<file path="src/rtl/serial_rx_queue_pkg.sv">
package serial_rx_queue_pkg;
  localparam int unsigned RXQ_DEPTH_DEF  = 4;
  localparam int unsigned RXQ_DATA_W_DEF = 8;

  // Source of the byte written into the queue in a given cycle.
  typedef enum logic [1:0] {
    SRC_NONE  = 2'd0,
    SRC_LINE  = 2'd1,
    SRC_BREAK = 2'd2
  } rxq_src_e;
endpackage

</file>
<file path="src/rtl/rxq_store.sv">
module rxq_store #(
  parameter int unsigned DEPTH  = 4,
  parameter int unsigned DATA_W = 8,
  localparam int unsigned PTR_W = $clog2(DEPTH)
) (
  input  logic              clk,
  input  logic              wr_en,
  input  logic [PTR_W-1:0]  wr_addr,
  input  logic [DATA_W-1:0] wr_data,
  input  logic [PTR_W-1:0]  rd_addr,
  output logic [DATA_W-1:0] rd_data
);
  logic [DEPTH-1:0][DATA_W-1:0] entries;

  // One enabled register per slot; slots carry no reset, contents are
  // only observed after a write has made them valid.
  for (genvar g = 0; g < DEPTH; g++) begin : g_slot
    logic [DATA_W-1:0] slot_q;
    logic              slot_en;
    assign slot_en = wr_en && (wr_addr == PTR_W'(g));
    always_ff @(posedge clk) begin
      if (slot_en) begin
        slot_q <= wr_data;
      end
    end
    assign entries[g] = slot_q;
  end

  assign rd_data = entries[rd_addr];
endmodule

</file>
<file path="src/rtl/rxq_ctrl.sv">
module rxq_ctrl
  import serial_rx_queue_pkg::*;
#(
  parameter int unsigned DEPTH  = 4,
  parameter int unsigned DATA_W = 8,
  localparam int unsigned PTR_W = $clog2(DEPTH),
  localparam int unsigned CNT_W = PTR_W + 1
) (
  input  logic              clk,
  input  logic              rst_n,
  input  logic              flush,
  input  logic              push_valid,
  input  logic [DATA_W-1:0] push_data,
  input  logic              brk_event,
  input  logic              pop_req,
  output logic              wr_en,
  output logic [PTR_W-1:0]  wr_addr,
  output logic [DATA_W-1:0] wr_data,
  output logic [PTR_W-1:0]  rd_addr,
  output logic              is_empty,
  output logic              is_full
);
  logic [PTR_W-1:0] rd_ptr_q, rd_ptr_d;
  logic [PTR_W-1:0] wr_ptr_q, wr_ptr_d;
  logic [CNT_W-1:0] cnt_q, cnt_d;
  rxq_src_e         src;
  logic             do_push, do_pop, overwrite, advance;

  always_comb begin
    if (brk_event)       src = SRC_BREAK;
    else if (push_valid) src = SRC_LINE;
    else                 src = SRC_NONE;
  end

  assign is_empty  = (cnt_q == '0);
  assign is_full   = (cnt_q == CNT_W'(DEPTH));
  assign do_push   = (src != SRC_NONE);
  assign do_pop    = pop_req && !is_empty;
  assign overwrite = do_push && is_full && !do_pop;
  assign advance   = do_push && !overwrite;

  assign wr_en   = do_push && !flush;
  assign wr_addr = overwrite ? (wr_ptr_q - PTR_W'(1)) : wr_ptr_q;
  assign wr_data = (src == SRC_BREAK) ? '0 : push_data;
  assign rd_addr = rd_ptr_q;

  always_comb begin
    rd_ptr_d = rd_ptr_q;
    wr_ptr_d = wr_ptr_q;
    cnt_d    = cnt_q;
    if (flush) begin
      rd_ptr_d = '0;
      wr_ptr_d = '0;
      cnt_d    = '0;
    end else begin
      if (do_pop)  rd_ptr_d = rd_ptr_q + PTR_W'(1);
      if (advance) wr_ptr_d = wr_ptr_q + PTR_W'(1);
      if (advance && !do_pop)      cnt_d = cnt_q + CNT_W'(1);
      else if (!advance && do_pop) cnt_d = cnt_q - CNT_W'(1);
    end
  end

  always_ff @(posedge clk or negedge rst_n) begin
    if (!rst_n) begin
      rd_ptr_q <= '0;
      wr_ptr_q <= '0;
      cnt_q    <= '0;
    end else begin
      rd_ptr_q <= rd_ptr_d;
      wr_ptr_q <= wr_ptr_d;
      cnt_q    <= cnt_d;
    end
  end
endmodule

</file>
<file path="src/rtl/rxq_break_flag.sv">
module rxq_break_flag (
  input  logic clk,
  input  logic rst_n,
  input  logic set,
  input  logic clr,
  output logic flag
);
  logic flag_q, flag_d;

  always_comb begin
    flag_d = flag_q;
    if (clr) flag_d = 1'b0;
    if (set) flag_d = 1'b1;
  end

  always_ff @(posedge clk or negedge rst_n) begin
    if (!rst_n) flag_q <= 1'b0;
    else        flag_q <= flag_d;
  end

  assign flag = flag_q;
endmodule

</file>
<file path="src/rtl/serial_rx_queue.sv">
module serial_rx_queue
  import serial_rx_queue_pkg::*;
#(
  parameter int unsigned DEPTH  = RXQ_DEPTH_DEF,
  parameter int unsigned DATA_W = RXQ_DATA_W_DEF
) (
  input  logic              clk,
  input  logic              rst_n,
  input  logic              rx_enable,
  input  logic              rx_flush,
  input  logic              push_valid,
  input  logic [DATA_W-1:0] push_data,
  input  logic              brk_event,
  input  logic              brk_clear,
  input  logic              pop_req,
  output logic [DATA_W-1:0] pop_data,
  output logic              data_ready,
  output logic              queue_full,
  output logic              can_accept,
  output logic              brk_flag
);
  localparam int unsigned PTR_W = $clog2(DEPTH);

  logic              rst_meta_n, rst_sync_n;
  logic              wr_en, is_empty, is_full;
  logic [PTR_W-1:0]  wr_addr, rd_addr;
  logic [DATA_W-1:0] wr_data, rd_data;

  // Asynchronous assertion, synchronous release.
  always_ff @(posedge clk or negedge rst_n) begin
    if (!rst_n) begin
      rst_meta_n <= 1'b0;
      rst_sync_n <= 1'b0;
    end else begin
      rst_meta_n <= 1'b1;
      rst_sync_n <= rst_meta_n;
    end
  end

  rxq_ctrl #(.DEPTH(DEPTH), .DATA_W(DATA_W)) ctrl_i (
    .clk        (clk),
    .rst_n      (rst_sync_n),
    .flush      (rx_flush),
    .push_valid (push_valid),
    .push_data  (push_data),
    .brk_event  (brk_event),
    .pop_req    (pop_req),
    .wr_en      (wr_en),
    .wr_addr    (wr_addr),
    .wr_data    (wr_data),
    .rd_addr    (rd_addr),
    .is_empty   (is_empty),
    .is_full    (is_full)
  );

  rxq_store #(.DEPTH(DEPTH), .DATA_W(DATA_W)) store_i (
    .clk     (clk),
    .wr_en   (wr_en),
    .wr_addr (wr_addr),
    .wr_data (wr_data),
    .rd_addr (rd_addr),
    .rd_data (rd_data)
  );

  rxq_break_flag brk_i (
    .clk   (clk),
    .rst_n (rst_sync_n),
    .set   (brk_event),
    .clr   (brk_clear),
    .flag  (brk_flag)
  );

  assign pop_data   = is_empty ? '0 : rd_data;
  assign data_ready = !is_empty;
  assign queue_full = is_full;
  assign can_accept = rx_enable && !is_full;
endmodule

</file>
<file path="config.mk">
export PLATFORM = sky130hd
export DESIGN_NAME = serial_rx_queue
export DESIGN_NICKNAME = d
export VERILOG_FILES = /design/src/rtl/serial_rx_queue_pkg.sv /design/src/rtl/rxq_store.sv /design/src/rtl/rxq_ctrl.sv /design/src/rtl/rxq_break_flag.sv /design/src/rtl/serial_rx_queue.sv
export SDC_FILE = /design/constraint.sdc
export NUM_CORES = 1
export LEC_CHECK = 0
export CORE_MARGIN = 1.5
export CORE_UTILIZATION = 56
export CTS_CLUSTER_SIZE = 20
export DETAILED_ROUTE_END_ITERATION = 16
export DONT_BUFFER_PORTS = 1
export GPL_ROUTABILITY_DRIVEN = 1
export PLACE_DENSITY = 0.72
export SYNTH_ARGS = -nofsm -noshare
export SYNTH_HDL_FRONTEND = slang
export SYNTH_SLANG_ARGS = --single-unit
</file>
<file path="constraint.sdc">
create_clock -name clk -period 1.6 [get_ports clk]
set_clock_uncertainty 0.1 [all_clocks]
set_input_delay 0.32 -clock clk [delete_from_list [all_inputs] [get_ports clk]]
set_output_delay 0.32 -clock clk [all_outputs]
set_load 0.01 [all_outputs]
</file>
==> flow_summary_export.csv, run 1 <==
group,metric,value,unit
floorplanning,die_x,61.57,µm
clock_network,htreeDepth,2,
pwr,power_switching,1130,µW
critical_path,crit_fanout,3,
place,dp_hpwl,2488,µm
critical_path,cp.required,1740,ps
clock_network,cts_tree,"yes",
finish,multi_input_area,803.3,µm²
sta,holdWs,31.15,ps
sta,finalMaxSlewViolations,0,
clock_network,clk_pin_slew_worst_paths,120,ps
worst_hold_path,hp-start,"brk_clear",
yosys,synth.distinct_cells,33,
floorplanning,core-area,0.003311,mm²
global_route,grt.total_usage,22.74,%
clock_network,root_buffer,"clkbuf_4",
floorplanning,start_util,58.01,%
critical_path,crit_path_max_incr_delay,650,ps
yosys,async_reset_ff_share,23.81,%
place,port_buffers,0,
sta,hold_viol,0,
finish,diodes,0,
critical_path,path_cells,"buf_6, inv_4, nor3_4, nor2_2, fa_2, nor4_1, or3_1",
floorplanning,dieArea,0.003790,mm²
finish,drive_above_1_share,49.14,%
pwr,power,3630,µW
critical_path,r2r_start,"ctrl_i.cnt_q[2]",
pwr,peakVddDrop,1.056,mV
detailed_routing,wl,4100,µm
floorplanning,pin_count,28,
finish,regArea,0.001211,mm²
critical_path,end_kind,"flop",
yosys,ys_ff_latch,42,
detailed_routing,viasPerCell,5.715,
pwr,pwr-share-clk,18.2,%
worst_hold_path,hold_end,"brk_i.flag",
yosys,synth_ff_type,"edfxtp_1",
place,dp_slack,-599.1,ps
critical_path,arrival,2310,ps
critical_path,reg2reg_to,"ctrl_i.cnt_q[1]",
status,violations,"negative setup slack",
sta,rsz0062_at_grt,"true",
yosys,synth-edff-count,32,
clock_network,cts.sinks,42,
clock_network,clock_latency,350,ps
global_route,grt-ovfl-total,0,
critical_path,worst_path_max_delay_cell,"fa_2",
detailed_routing,drt_iter0_markers,62,
clock_network,cts_made_buffers,5,
yosys,syn_area_per_cell,13.72,µm²
critical_path,rrSetupSlack,-570,ps
finish,nFillCells,225,
sta,fin_crit,2174,ps
global_route,grt_pass1_vias,1194,
detailed_routing,routedWlPerCell,18.55,µm
floorplanning,num_rows,21,
yosys,synthesis.nets,157,
worst_hold_path,hp-class,"in -> reg",
pwr,p_per_area,1431,mW/mm²
clock_network,cts_buffer_depth,2,
pwr,p_seq_share,37.7,%
sta,setup_viol,49,
sta,fmax,459.9,MHz
pwr,switching_share,31.12,%
pwr,p_leak,0.0009505,µW
sta,final.setup.worst_slack,-574.3,ps
place,place_congestion,0.8569,
yosys,netlist_area,0.001921,mm²
critical_path,cp-start-kind,"flop",
finish,area_growth,32.12,%
floorplanning,chipHeight,61.57,µm
pwr,p_int,2501,µW
global_route,grt_max_degree,14,
global_route,grt_pass1_wl,5899,µm
detailed_routing,via_count,1263,
detailed_routing,drt_pre_antenna_iters,4,
critical_path,criticalPathCategory,"reg -> reg",
critical_path,reg2regPathDepth,7,
pwr,comb_power_share,44.1,%
sta,period_share,135.9,%
yosys,syn-instance-count,140,
finish,final_core_util,76.64,%
worst_hold_path,holdPathStages,2,
yosys,yosysSeqAreaShare,63.06,%
yosys,yosys_warnings,0,
detailed_routing,drc,0,
detailed_routing,detail-route-antenna-nets,0,
finish,nets,191,
global_route,antenna_found_initial,0,
run,maxCapViolCount,0,
status,status,"complete, but fails checks",
-- state kept, by name, summed over array words and instances, names as in the netlist --
name                   count
store_i.g_slot.slot_q     32
ctrl_i.cnt_q               3
ctrl_i.rd_addr             2
ctrl_i.wr_ptr_q            2
brk_i.flag                 1
rst_meta_n                 1
rst_sync_n                 1
-- kinds of logic (layout without fill, tap and decap cells) --
kind of cell | Yosys count | count (layout) | synth area share [%]
flip-flops | 42 | 42 | 63.06
AND/OR/NAND/NOR | 47 | 48 | 13.42
AO/OA/AOI/OAI | 17 | 17 | 5.994
multiplexers | 9 | 9 | 9.902
XOR/XNOR | 5 | 5 | 2.281
adder cells (fa/ha/maj) | 1 | 1 | 1.042
buffers and inverters | 18 | 52 | 4.104
other | 1 | 1 | 0.1953
-- cells in the final DEF, fill, tap and decap left out, drive strengths merged --
master | Yosys | final
buf | 5 | 35
edfxtp | 32 | 32
nor2 | 12 | 12
dfrtp | 10 | 10
nor2b | 10 | 10
mux4 | 8 | 8
and2 | 8 | 8
inv | 6 | 6
clkbuf | 7 | 5
or3 | 4 | 5
a21oi | 5 | 5
a211oi | 4 | 4
xor2 | 3 | 3
dlygate4sd3 | 0 | 3
nor3 | 3 | 3
nand3 | 3 | 3
or2 | 2 | 2
o21ai | 2 | 2
nand2 | 2 | 2
clkinv | 0 | 2
xnor2 | 2 | 2
a2111oi | 2 | 2
or4b | 1 | 1
nor4 | 1 | 1
o21bai | 1 | 1
nor4b | 1 | 1
a31oi | 1 | 1
o22ai | 1 | 1
mux2i | 1 | 1
a21o | 1 | 1
fa | 1 | 1
bufinv | 0 | 1
conb | 1 | 1
-- through the flow --
| step | instance area, µm² | instances | setup TNS [ps] |
|---|---|---|---|
| finish | 2537 | 221 | -22010 |
| global route | 2537 | 221 | -25410 |
| CTS | 2444 | 217 | -21120 |
| detailed placement | 2167 | 197 | -18310 |
| global placement | 2167 | 197 | -17060 |
| floorplan | 2001 | 140 | -20230 |
-- final cells by class --
cell class	instances	area share (%)
clock buffer	5	1.479
tap	46	2.268
multi-input combinational	81	31.66
sequential	42	47.73
timing repair buffer	38	14.30
inverter	6	0.9862
clock inverter	3	1.578
-- how the worst max path moves through the flow --
stage	from	endpoint	cells past startpoint	slack, ps
floorplan	pop_req	store_i.g_slot[3].slot_q[0]	5	-650
global placement	ctrl_i.cnt_q[0]	store_i.g_slot[0].slot_q[0]	4	-570
detailed placement	ctrl_i.cnt_q[0]	store_i.g_slot[0].slot_q[0]	4	-600
CTS	ctrl_i.cnt_q[0]	store_i.g_slot[0].slot_q[7]	4	-530
global route	ctrl_i.cnt_q[1]	ctrl_i.cnt_q[1]	7	-680
finish	ctrl_i.cnt_q[2]	ctrl_i.cnt_q[1]	7	-570
-- Yosys cell counts, drive strengths merged, types with 4 or more instances --
| cell | number | share of area (%) |
|---|---|---|
| nor2b | 10 | 3.3 |
| dfrtp | 10 | 13 |
| and2 | 8 | 2.6 |
| clkbuf | 7 | 1.4 |
| edfxtp | 32 | 50 |
| inv | 6 | 1.2 |
| buf | 5 | 1.6 |
| or3 | 4 | 1.3 |
| a21oi | 5 | 1.3 |
| a211oi | 4 | 1.8 |
| nor2 | 12 | 2.3 |
| mux4 | 8 | 9.4 |
-- power groups by stage --
stage | sequential [µW] | combinational (µW) | clock (µW)
final | 1370 | 1600 | 661
after global routing | 1380 | 1730 | 707
after CTS | 1360 | 1430 | 667
after detailed placement | 1380 | 1070 | 0
after global placement | 1380 | 1030 | 0
after floorplan | 1370 | 801 | 0
-- critical path, delay by kind of cell, from the launching register on --
family / cells / cell delay [ps]
simple gates: 4 / 720
fa+ha+maj: 1 / 650
buf+inv: 2 / 180
flops: 1 / 410
-- what timing repair did --
action,CTS,global route
endpoints found under the hold margin,9,0
gates resized for setup,31,15
gates cloned,1,0
endpoints found under the setup margin,47,49
pin swaps,15,24
buffers inserted,8,4
hold buffers,3,0
-- routing by layer --
layer	vias to the layer above	global-route usage, %	wire length [µm]
li1	574	-	-
met1	647	29.99	1549
met2	38	38.20	2312
met3	4	5.042	200
met4	0	6.383	38
met5	-	0	0
(Power assumes the default switching activity.)
==> run 2: changes to the inputs <==
==> constraint.sdc (replaced) <==
create_clock -name clk -period 1.6 [get_ports clk]
set_clock_uncertainty 0.1 [all_clocks]
set_input_delay 0.08 -clock clk [delete_from_list [all_inputs] [get_ports clk]]
set_output_delay 0.08 -clock clk [all_outputs]
set_load 0.01 [all_outputs]
==> run 2 against run 1 <==
Against the previous run: largest cell class unchanged; final area increased by 3.6%; total power increased by 1.5%; critical path type unchanged; the run ends with negative hold slack, negative setup slack left; register-to-register slack worse by 40 ps; fmax fell by 1.9%; combinational power rose by 3%; global-route usage rose by 0.60 points; sequential cell count unchanged; count of clock-buffer cells in the layout grew 2.
==> flow_summary_export.csv, run 2 (synthesis results as in run 1) <==
group,metric,value,unit
global_route,grt.total_usage,23.34,%
finish,nets,200,
pwr,power_switching,1150,µW
finish,layout_common_cells,"edfxtp_1 (32), buf_4 (20), dlygate4sd3_1 (13), buf_6 (11), dfrtp_1 (10)",
pwr,pwr-share-clk,17.4,%
finish,area_growth,36.87,%
clock_network,htreeDepth,2,
critical_path,reg2reg_to,"store_i.g_slot[2].slot_q[6]",
detailed_routing,wl,4772,µm
detailed_routing,via_count,1382,
sta,period_share,138.5,%
critical_path,end_kind,"flop",
sta,worst_pin_slew,515.7,ps
critical_path,cp-endpoint,"store_i.g_slot[2].slot_q[6]",
floorplanning,dieArea,0.003790,mm²
clock_network,cts_buffer_depth,2,
finish,drive_above_1_share,44.57,%
place,place_congestion,0.8281,
detailed_routing,detail-route-antenna-nets,0,
global_route,antenna_found_initial,0,
clock_network,cts.sinks,42,
sta,hold_viol,4,
clock_network,root_buffer,"clkbuf_4",
critical_path,crit_fanout,7,
clock_network,cts_made_buffers,5,
sta,rsz0062_at_grt,"true",
clock_network,clk_pin_slew_worst_paths,110,ps
critical_path,r2r_start,"ctrl_i.cnt_q[0]",
floorplanning,num_rows,21,
worst_hold_path,hp-class,"in -> reg",
finish,largest_reg_flops,32,
sta,slew_headroom,65.51,%
run,maxCapViolCount,0,
sta,holdWs,-194.1,ps
clock_network,cts_tree,"yes",
floorplanning,core-area,0.003311,mm²
sta,finalMaxSlewViolations,0,
global_route,grt_pass1_vias,1231,
critical_path,reg2regPathDepth,5,
finish,top_regs,"store_i.g_slot.slot_q x32, ctrl_i.cnt_q x3",
finish,nFillCells,181,
place,dp_hpwl,2500,µm
detailed_routing,drt_iter0_markers,107,
place,port_buffers,0,
finish,final_core_util,79.40,%
critical_path,cp-start-kind,"flop",
sta,fmax,451.3,MHz
finish,top_register,"store_i.g_slot.slot_q",
global_route,grt_pass1_wl,6051,µm
critical_path,cp.required,1570,ps
critical_path,rrSetupSlack,-620,ps
status,status,"complete, but fails checks",
pwr,comb_power_share,44.9,%
floorplanning,start_util,58.01,%
finish,mostFrequentLayoutCell,"edfxtp_1",
clock_network,clock_latency,340,ps
floorplanning,chipHeight,61.57,µm
detailed_routing,drc,0,
global_route,grt_max_degree,13,
finish,diodes,0,
clock_network,cts_hold_buf,13,
critical_path,arrival,2180,ps
global_route,grt-ovfl-total,0,
pwr,switching_share,31.21,%
critical_path,criticalPathCategory,"reg -> reg",
pwr,power,3685,µW
pwr,p_int,2535,µW
pwr,p_leak,0.0009790,µW
sta,setup_viol,50,
status,violations,"negative hold slack, negative setup slack",
floorplanning,pin_count,28,
sta,fin_crit,2216,ps
sta,final.setup.worst_slack,-616.0,ps
floorplanning,die_x,61.57,µm
critical_path,crit_start,"ctrl_i.cnt_q[0]",
detailed_routing,viasPerCell,6.009,
pwr,p_seq_share,37.7,%
pwr,p_per_area,1402,mW/mm²
detailed_routing,routedWlPerCell,20.75,µm
pwr,peakVddDrop,0.7660,mV
detailed_routing,drt_pre_antenna_iters,4,
run 2: changes by cell type in the layout (fill, tap and decap cells not counted), sizes merged:
cell	before	now
clkbuf	5	7
clkinv	2	0
dlygate4sd3	3	13
or3	5	4
run 2: how the worst min path moves through the flow:
stage	start	to	cells after the start
detailed placement	rst_n	rst_sync_n	0
floorplan	rst_n	rst_meta_n	0
global placement	rst_n	rst_meta_n	0
CTS	pop_req	ctrl_i.cnt_q[2]	2
finish	pop_req	ctrl_i.cnt_q[2]	2
global route	pop_req	ctrl_i.cnt_q[2]	2
run 2: cell type report:
type	instances	area, µm²	area share (%)
Multi-Input combinational cell	80	775.7	29.51
Tap cell	46	57.56	2.189
Inverter	6	22.52	0.8567
Sequential cell	42	1211	46.07
Clock buffer	7	45.04	1.713
Timing Repair Buffer	48	486.7	18.52
Clock inverter	1	30.03	1.142
run 2: per-stage QoR:
step	instances	TNS (ps)	worst slack [ps]	area (µm²)
2_1_floorplan	140	-20210	-644.7	1966
3_3_place_gp	195	-16900	-575.6	2125
3_5_place_dp	195	-18100	-607.5	2125
4_1_cts	222	-18140	-494.3	2517
5_1_grt	230	-26240	-635.0	2629
6_report	230	-24610	-616.0	2629
run 2: timing repair:
| action | 4_1_cts | 5_1_grt |
|---|---|---|
| buffers inserted | 5 | 9 |
| hold endpoints to repair | 61 | 4 |
| cloned | 1 | 0 |
| setup endpoints to repair | 45 | 47 |
| resized for setup | 29 | 19 |
| pin swaps | 5 | 14 |
run 2: power by group through the flow:
stage                     clock network, µW  logic, µW  registers, µW
after floorplan                           0        739           1370
after global placement                    0        969           1390
after detailed placement                  0       1000           1400
after CTS                               657       1430           1370
after global routing                    685       1750           1400
final                                   643       1650           1390
run 2: worst max-delay path, stage by stage (launching register included):
cell and delay (ps):
dfrtp_1 440, or4b_4 570, xnor2_1 160, or3_4 380, nor2_4 160, buf_12 140
run 2: routing by layer:
layer | routed length, µm | global-route usage, % | share of wire, % | up-vias
met2 | 2592 | 40.75 | 54 | 74
met3 | 310 | 5.672 | 6.5 | 16
met1 | 1717 | 27.52 | 36 | 695
li1 | - | - | - | 597
met5 | 0 | 0 | 0 | -
met4 | 152 | 9.726 | 3.2 | 0
==> run 3: changes to the inputs <==
Settings changed: CORE_UTILIZATION 56 to 62, PLACE_DENSITY 0.72 to 0.76.
Clock period 1.6 ns to 2.1 ns, I/O delays scaled along.
==> run 3 against run 2 <==
Against the previous run: sequential power fell by 24%; wire length down 28%; sequential share of layout area up 6.4 points; critical path type unchanged; critical path depth fell by 1; setup slack better by 590 ps; global-route usage fell by 1.4 points; the flow finishes with violations (negative setup slack); clock power is 35% lower; highest routed layer unchanged; final area is 12% lower; combinational power fell by 52%; cell count shrank 14%.
==> flow_summary_export.csv, run 3 (synthesis results as in run 1) <==
group,metric,value,unit
status,status,"complete, but fails checks",
status,violations,"negative setup slack",
clock_network,cts.sinks,42,
global_route,grt_pass1_vias,1195,
critical_path,cp.required,2060,ps
critical_path,path_cells,"or4b_4, xnor2_1, or3_4, nor2_4",
clock_network,cts_made_buffers,5,
finish,layout_common_cells,"edfxtp_1 (32), dlygate4sd3_1 (13), buf_4 (11)",
critical_path,cp_top_family,"simple AND/OR/NAND/NOR gates",
run,maxCapViolCount,0,
detailed_routing,routedWlPerCell,17.41,µm
clock_network,clk_pin_slew_worst_paths,130,ps
detailed_routing,drt_iter0_markers,67,
clock_network,clock_latency,360,ps
finish,nets,180,
finish,instances_no_fill,197,
critical_path,crit_fanout,8,
sta,finalMaxSlewViolations,0,
sta,worst_pin_slew,667.5,ps
detailed_routing,drt_pre_antenna_iters,4,
critical_path,cp-start-kind,"flop",
finish,area_growth,20.26,%
detailed_routing,detail-route-antenna-nets,0,
critical_path,rrSetupSlack,-30,ps
finish,top_register,"store_i.g_slot.slot_q",
floorplanning,dieArea,0.003440,mm²
floorplanning,num_rows,20,
finish,largest_reg_flops,32,
critical_path,critPathBufInv,0,
clock_network,cts_buffer_depth,2,
global_route,grt.total_usage,21.92,%
floorplanning,die_x,58.66,µm
pwr,peakVddDrop,0.6009,mV
global_route,grt_pass1_wl,5402,µm
critical_path,worst_path_max_delay_cell,"or4b_4",
finish,mostFrequentLayoutCell,"edfxtp_1",
finish,drive_above_1_share,26.83,%
critical_path,reg2regPathDepth,4,
clock_network,cts_tree,"yes",
floorplanning,core-area,0.003003,mm²
pwr,p_per_area,982.3,mW/mm²
critical_path,end_kind,"flop",
clock_network,root_buffer,"clkbuf_4",
sta,setup_viol,9,
sta,period_share,101.4,%
place,place_congestion,0.8443,
pwr,p_leak,0.0008298,µW
critical_path,r2r_start,"ctrl_i.cnt_q[0]",
worst_hold_path,hp-class,"reg -> async",
global_route,grt-ovfl-total,0,
detailed_routing,viasPerCell,6.020,
clock_network,htreeDepth,2,
global_route,grt_max_degree,16,
critical_path,criticalPathCategory,"reg -> reg",
sta,fmax,469.8,MHz
floorplanning,start_util,63.96,%
place,dp_hpwl,2238,µm
sta,hold_viol,0,
critical_path,reg2reg_to,"store_i.g_slot[2].slot_q[7]",
sta,fin_crit,2128,ps
detailed_routing,wl,3429,µm
pwr,power,2269,µW
floorplanning,pin_count,28,
finish,top_regs,"store_i.g_slot.slot_q x32, ctrl_i.cnt_q x3",
detailed_routing,drc,0,
place,port_buffers,0,
floorplanning,chipHeight,58.66,µm
finish,diodes,0,
global_route,antenna_found_initial,0,
sta,slew_headroom,55.34,%
sta,final.setup.worst_slack,-28.49,ps
sta,rsz0062_at_grt,"true",
place,place_inst,172,
detailed_routing,via_count,1186,
critical_path,crit_path_max_incr_delay,540,ps
critical_path,arrival,2090,ps
-- run 3: cell types whose count changed in the layout (fill, tap and decap cells not counted), moves of 3 or more --
cell | previous run | this run
and2_1 | 0 | 8
buf_6 | 11 | 1
and2_4 | 8 | 0
buf_4 | 20 | 11
nor2_1 | 7 | 10
-- run 3: worst max path at each step --
| stage | cells after the start | start | slack [ps] | to |
|---|---|---|---|---|
| global route | 6 | ctrl_i.cnt_q[1] | -90 | ctrl_i.cnt_q[1] |
| detailed placement | 4 | ctrl_i.cnt_q[0] | -170 | store_i.g_slot[0].slot_q[0] |
| finish | 4 | ctrl_i.cnt_q[0] | -30 | store_i.g_slot[2].slot_q[7] |
| CTS | 4 | ctrl_i.cnt_q[0] | -20 | store_i.g_slot[2].slot_q[7] |
| floorplan | 5 | ctrl_i.cnt_q[1] | -140 | store_i.g_slot[3].slot_q[0] |
| global placement | 4 | ctrl_i.cnt_q[0] | -90 | store_i.g_slot[0].slot_q[2] |
-- run 3: metal layers --
| layer | wire length, µm | track usage [%] | vias to the layer above |
|---|---|---|---|
| li1 | - | - | 553 |
| met1 | 1519 | 27.91 | 603 |
| met2 | 1732 | 35.31 | 24 |
| met3 | 118 | 7.473 | 6 |
| met4 | 59 | 8.117 | 0 |
| met5 | 0 | 0 | - |
-- run 3: stage by stage --
step / hold slack [ps] / setup WS [ps] / instance area, µm² / setup TNS, ps / util (%)
2_1_floorplan: -290.6 / -144.7 / 1966 / -3265 / -
3_3_place_gp: -290.6 / -87.60 / 2033 / -1194 / 67.71
3_5_place_dp: -290.6 / -168.2 / 2033 / -2374 / 67.71
4_1_cts: 31.97 / -21.34 / 2291 / -98.18 / 76.29
5_1_grt: 40.37 / -89.31 / 2310 / -762.0 / 76.92
6_report: 27.14 / -28.49 / 2310 / -160.4 / 76.92
-- run 3: area by class of cell --
cell class	count	area (µm²)
clock buffers	5	37.54
clock inverters	3	23.77
fillers	172	693.2
inverters	6	22.52
multi-input cells	80	696.9
flip-flops and latches	42	1211
well taps	33	41.29
repair buffers	28	276.5
-- run 3: worst register-to-register path: stages, from the launching register on --
cell and delay, ps:
dfrtp_1 400, or4b_4 540, xnor2_1 150, or3_4 370, nor2_4 270
-- run 3: repair_timing --
item	CTS	global route
hold endpoints to repair	62	0
pin swaps	2	0
setup buffers	3	0
hold buffers	14	0
endpoints found under the setup margin	33	20
resized for setup	6	5
-- run 3: power breakdown --
part,switching [µW],internal (µW)
Clock,286,134
Combinational,401,390
Sequential,64.9,992
Total,752,1520
